==> src/rtl/mag_cmp_pkg.sv <==
package mag_cmp_pkg;

  typedef struct packed {
    logic eq;  // all higher bits matched
    logic gt;  // a already known larger
  } cmp_flag_t;

  localparam cmp_flag_t CMP_SEED = '{eq: 1'b1, gt: 1'b0};

endpackage

==> src/rtl/cmp_slice.sv <==
module cmp_slice
  import mag_cmp_pkg::*;
(
  input  logic      a_bit_i,
  input  logic      b_bit_i,
  input  cmp_flag_t flag_i,
  output cmp_flag_t flag_o
);

  logic bit_match;

  assign bit_match = ~(a_bit_i ^ b_bit_i);

  always_comb begin
    if (flag_i.eq) begin
      flag_o.eq = bit_match;
      flag_o.gt = a_bit_i & ~b_bit_i;
    end else begin
      flag_o.eq = 1'b0;
      flag_o.gt = flag_i.gt;
    end
  end

endmodule

==> src/rtl/cmp_cascade.sv <==
module cmp_cascade
  import mag_cmp_pkg::*;
#(
  parameter int unsigned WIDTH = 4
) (
  input  logic [WIDTH-1:0] a_i,
  input  logic [WIDTH-1:0] b_i,
  input  cmp_flag_t        seed_i,
  output cmp_flag_t        flag_o
);

  cmp_flag_t link [WIDTH+1];

  assign link[0] = seed_i;

  // stage k handles bit WIDTH-1-k: MSB first
  for (genvar k = 0; k < WIDTH; k++) begin : g_stage
    localparam int unsigned BIT = WIDTH - 1 - k;
    cmp_slice i_slice (
      .a_bit_i (a_i[BIT]),
      .b_bit_i (b_i[BIT]),
      .flag_i  (link[k]),
      .flag_o  (link[k+1])
    );
  end

  assign flag_o = link[WIDTH];

endmodule

==> src/rtl/mag_cmp_chain.sv <==
module mag_cmp_chain
  import mag_cmp_pkg::*;
#(
  parameter int unsigned WIDTH = 4
) (
  input  logic [WIDTH-1:0] a_i,
  input  logic [WIDTH-1:0] b_i,
  output logic             eq_o,
  output logic             gt_o
);

  cmp_flag_t result;

  cmp_cascade #(.WIDTH(WIDTH)) i_cascade (
    .a_i    (a_i),
    .b_i    (b_i),
    .seed_i (CMP_SEED),
    .flag_o (result)
  );

  assign eq_o = result.eq;
  assign gt_o = result.gt;

endmodule

==> config.mk <==
export PLATFORM = sky130hd
export DESIGN_NAME = mag_cmp_chain
export DESIGN_NICKNAME = d
export VERILOG_FILES = /design/src/rtl/mag_cmp_pkg.sv /design/src/rtl/cmp_slice.sv /design/src/rtl/cmp_cascade.sv /design/src/rtl/mag_cmp_chain.sv
export SDC_FILE = /design/constraint.sdc
export NUM_CORES = 1
export LEC_CHECK = 0
export BUFFER_PORTS_ARGS = -buffer_cell sky130_fd_sc_hd__buf_2
export CAP_MARGIN = 10
export CORE_AREA = 2 2 39 41
export DETAILED_ROUTE_END_ITERATION = 16
export DIE_AREA = 0 0 41 43
export GPL_TIMING_DRIVEN = 1
export SYNTH_ARGS = -nofsm -noshare
export SYNTH_HDL_FRONTEND = slang
export SYNTH_HIERARCHICAL = 1
export SYNTH_SLANG_ARGS = --single-unit
export TNS_END_PERCENT = 5
==> constraint.sdc <==
create_clock -name vclk -period 1.7
set_input_delay 0.17 -clock vclk [all_inputs]
set_output_delay 0.17 -clock vclk [all_outputs]
set_load 0.01 [all_outputs]
* Word-level counts from Yosys, hierarchy flattened
Cells that the tools add are included.
** Operators by class
- Bitwise logic cells :: 15
- Mux-type cells :: 3
** Operators with widths (number)
- NOT 1 bit :: 7
- two-way mux 2 bit :: 3
- bitwise AND 1 bit :: 4
- bitwise XOR 1 bit :: 4
** Word-level totals
- Bits of input ports :: 8
- Output and inout port bits :: 2
- Word-level logic and storage cells :: 18
- Register bits :: 0

* Longest topological paths before layout
- Depth after elaboration :: 5
- Gate-level depth with buffers :: 6
- Gate-level depth less buffers :: 6

* Hierarchy
Netlist, hierarchy kept.
** Modules (own cells, without submodules)
- cmp_slice :: sequential area each 0.0 um^2, cells each 4, area an instance 38.8 um^2, times used 4
- mag_cmp_chain :: sequential area each 0.0 um^2, cells each 2, area an instance 7.5 um^2, times used 1

* Worst setup path after synthesis
Ideal clock, no wire load.
- Path type :: input -> output
- From :: in b_i[3]
- To :: out gt_o
- Buffers on the path :: 0
- Slack :: 95 ps
- Arrival time :: 1435 ps
- Stages on the path :: 6
- Required time :: 1530 ps
- Cell sequence :: inv_1 > ha_1 > and2_2 > mux2_4 > mux2_4 > mux2_4
** RTL lines
- start, declared :: line mag_cmp_chain.sv:7 : input logic [WIDTH-1:0] b_i,
- end, declared :: line mag_cmp_chain.sv:9 : output logic gt_o

==> run_results.csv <==
group,metric,value,unit
timing,postLayoutSetupSlackWorst,-0.0458,ns
final_layout,layout-drive-gt1-share,69.0,%
final_layout,layout.cells.most_common_list,"sky130_fd_sc_hd__buf_2, sky130_fd_sc_hd__mux2_4",
final_layout,clkbuf_count,0,
worst_setup_path,setup.worst_path.start_class,"primary input",
timing,fmax,573,MHz
floorplanning,coreArea,1380,sq um
timing,fin_worst_hold_slack,0.777,ns
worst_hold_path,holdCritPathClass,"primary input to primary output",
floorplanning,ios,10,
routing,postRouteWirelength,266,um
global_route,grt_pass1_vias,116,
floorplanning,initial_utilization,11.8,%
routing,wl_met3,41,um
placed_design,globalplace.congestion,0.451,
yosys,post_synth_instance_area,163,sq um
floorplanning,row_cnt,14,
routing,topRoutingLayerUsed,"met3",
worst_setup_path,worst_ep_required_time,1.53,ns
final_layout,mostFrequentLayoutCell,"sky130_fd_sc_hd__buf_2",
pwr,p_leak,0.154,nW
final_layout,final_standard_cell_count_with_taps_included_and_fillers_excluded,45,
yosys,synth.yosys.seq_area_share,0,%
yosys,netlist_instances,18,
routing,drt-initial-drc-count,3,
final_layout,areaGrowthSynthToFinish,66.9,%
routing,route.vias.total,139,
timing,total_count_of_hold_check_failures_in_the_final_report,0,
yosys,post_synth_num_cell_types,5,
pwr,ir_drop,90.9,uV
floorplanning,die_y,43,um
final_layout,n_sequential_cell,0,
routing,met2RoutedLength,104,um
timing,setup_viol_count_final,1,
routing,routedWlPerCell,5.91,um
final_layout,sequential_cell_area,0,sq um
final_layout,utilization,19.6,%
timing,final_max_slew_viol_count,0,
worst_setup_path,cp_max_fo,2,
yosys,post_synth.cell_area_avg,9.04,sq um
pwr,pwr_cell_area,224,nW/um^2
run_status,result_of_the_run,"finished, violations left",
worst_hold_path,min_to,"eq_o",
worst_setup_path,timing.setup.critical_path_class,"primary input to primary output",
routing,detailedRoute.firstPassIterationCount,4,
global_route,groute.usage.overall,3.30,%
routing,drc_errors,0,
yosys,yosysWarnings,6,
timing,timing.final.crit_share,103,%
worst_setup_path,worstPathArrival,1.58,ns
routing,met1_length,120,um
final_layout,antennaDiodeCount,0,
cts,post_cts.repair.setup_buffers,0,
routing,detail-route-antenna-nets,0,
flow_run,timing.max_cap.violations,0,
global_route,grt_pass1_wl,427,um
timing,grt_setup_unrepaired,"true",
placed_design,portBuffers,10,
worst_setup_path,timing.critical_path.to_type,"primary output",
timing,fin_crit,1.75,ns
final_layout,finalNetCount,43,
global_route,grt_start_max_net_pins,3,
floorplanning,dieArea,1760,sq um
worst_hold_path,min_path_cells,4,
global_route,overflow,0,
global_route,antenna_found_initial,0,
routing,routed_via_density,3.09,
run_status,violated_checks,"setup timing",
placed_design,dp_cells,45,
floorplanning,die_w,41,um
worst_hold_path,hold_wc_startpoint,"a_i[0]",
-- report_power, final --
group / switching [W] / leakage, nW / internal, W / total (W)
sequential: 0 / 0 / 0 / 0
clock: 0 / 0 / 0 / 0
combinational: 0.0000199 / 0.154 / 0.0000409 / 0.0000609
total: 0.0000199 / 0.154 / 0.0000409 / 0.0000609
-- worst max-delay path by stage --
stage,startpoint,end,depth (start not counted)
after floorplan,b_i[3],gt_o,6
after global placement,a_i[3],gt_o,7
after detailed placement,a_i[3],gt_o,7
after CTS,b_i[3],gt_o,8
after global routing,b_i[3],gt_o,8
final,a_i[3],gt_o,7
-- worst max-delay path, cell delays in order --
cell	delay (ns)
sky130_fd_sc_hd__buf_6	0.10
sky130_fd_sc_hd__ha_4	0.24
sky130_fd_sc_hd__and2_4	0.13
sky130_fd_sc_hd__mux2_4	0.29
sky130_fd_sc_hd__mux2_4	0.26
sky130_fd_sc_hd__mux2_4	0.27
sky130_fd_sc_hd__buf_6	0.12
-- layer usage --
metal / up-vias / track usage, %
met4: 0 / 0
met1: 54 / 3.80
met5: - / 0
met3: 0 / 0
li1: 75 / -
met2: 10 / 6.56
-- cell type report --
class	count	area, sq um
multi-input cells	15	165
repair buffers	10	68.8
inverters	4	17.5
fillers	149	1110
well taps	16	20.0
-- cells in the mapped netlist --
cell type,number,share of area (%)
sky130_fd_sc_hd__and2_2,4,18
sky130_fd_sc_hd__conb_1,2,4.6
sky130_fd_sc_hd__ha_1,4,31
sky130_fd_sc_hd__inv_1,4,9.2
sky130_fd_sc_hd__mux2_4,4,37
-- per-stage QoR --
stage	setup TNS [ns]	area (sq um)	total power [W]	setup slack, ns
final	-0.0458	272	0.0000609	-0.0458
after global routing	-0.0900	272	0.0000686	-0.0900
after CTS	-0.0586	272	0.0000611	-0.0586
after detailed placement	-0.143	236	0.0000490	-0.143
after global placement	-0.129	236	0.0000481	-0.129
after floorplan	0	166	0.0000332	0.0949
-- cells by family (layout without fill, tap and decap cells) --
group | after synthesis | count (layout) | share of synthesized area, %
adders and majority gates | 4 | 4 | 30.8
buffers and inverters | 4 | 14 | 9.23
muxes | 4 | 4 | 36.9
other | 2 | 3 | 4.62
and+or+nand+nor | 4 | 4 | 18.5
-- repair_timing --
action / CTS / global route
setup endpoints to repair: 1 / 1
hold buffers: 0 / 0
gates resized for setup: 7 / 0
hold endpoints to repair: 0 / 0
pin swaps: 2 / 1
No activity file was read; power rests on OpenSTA's default activity.
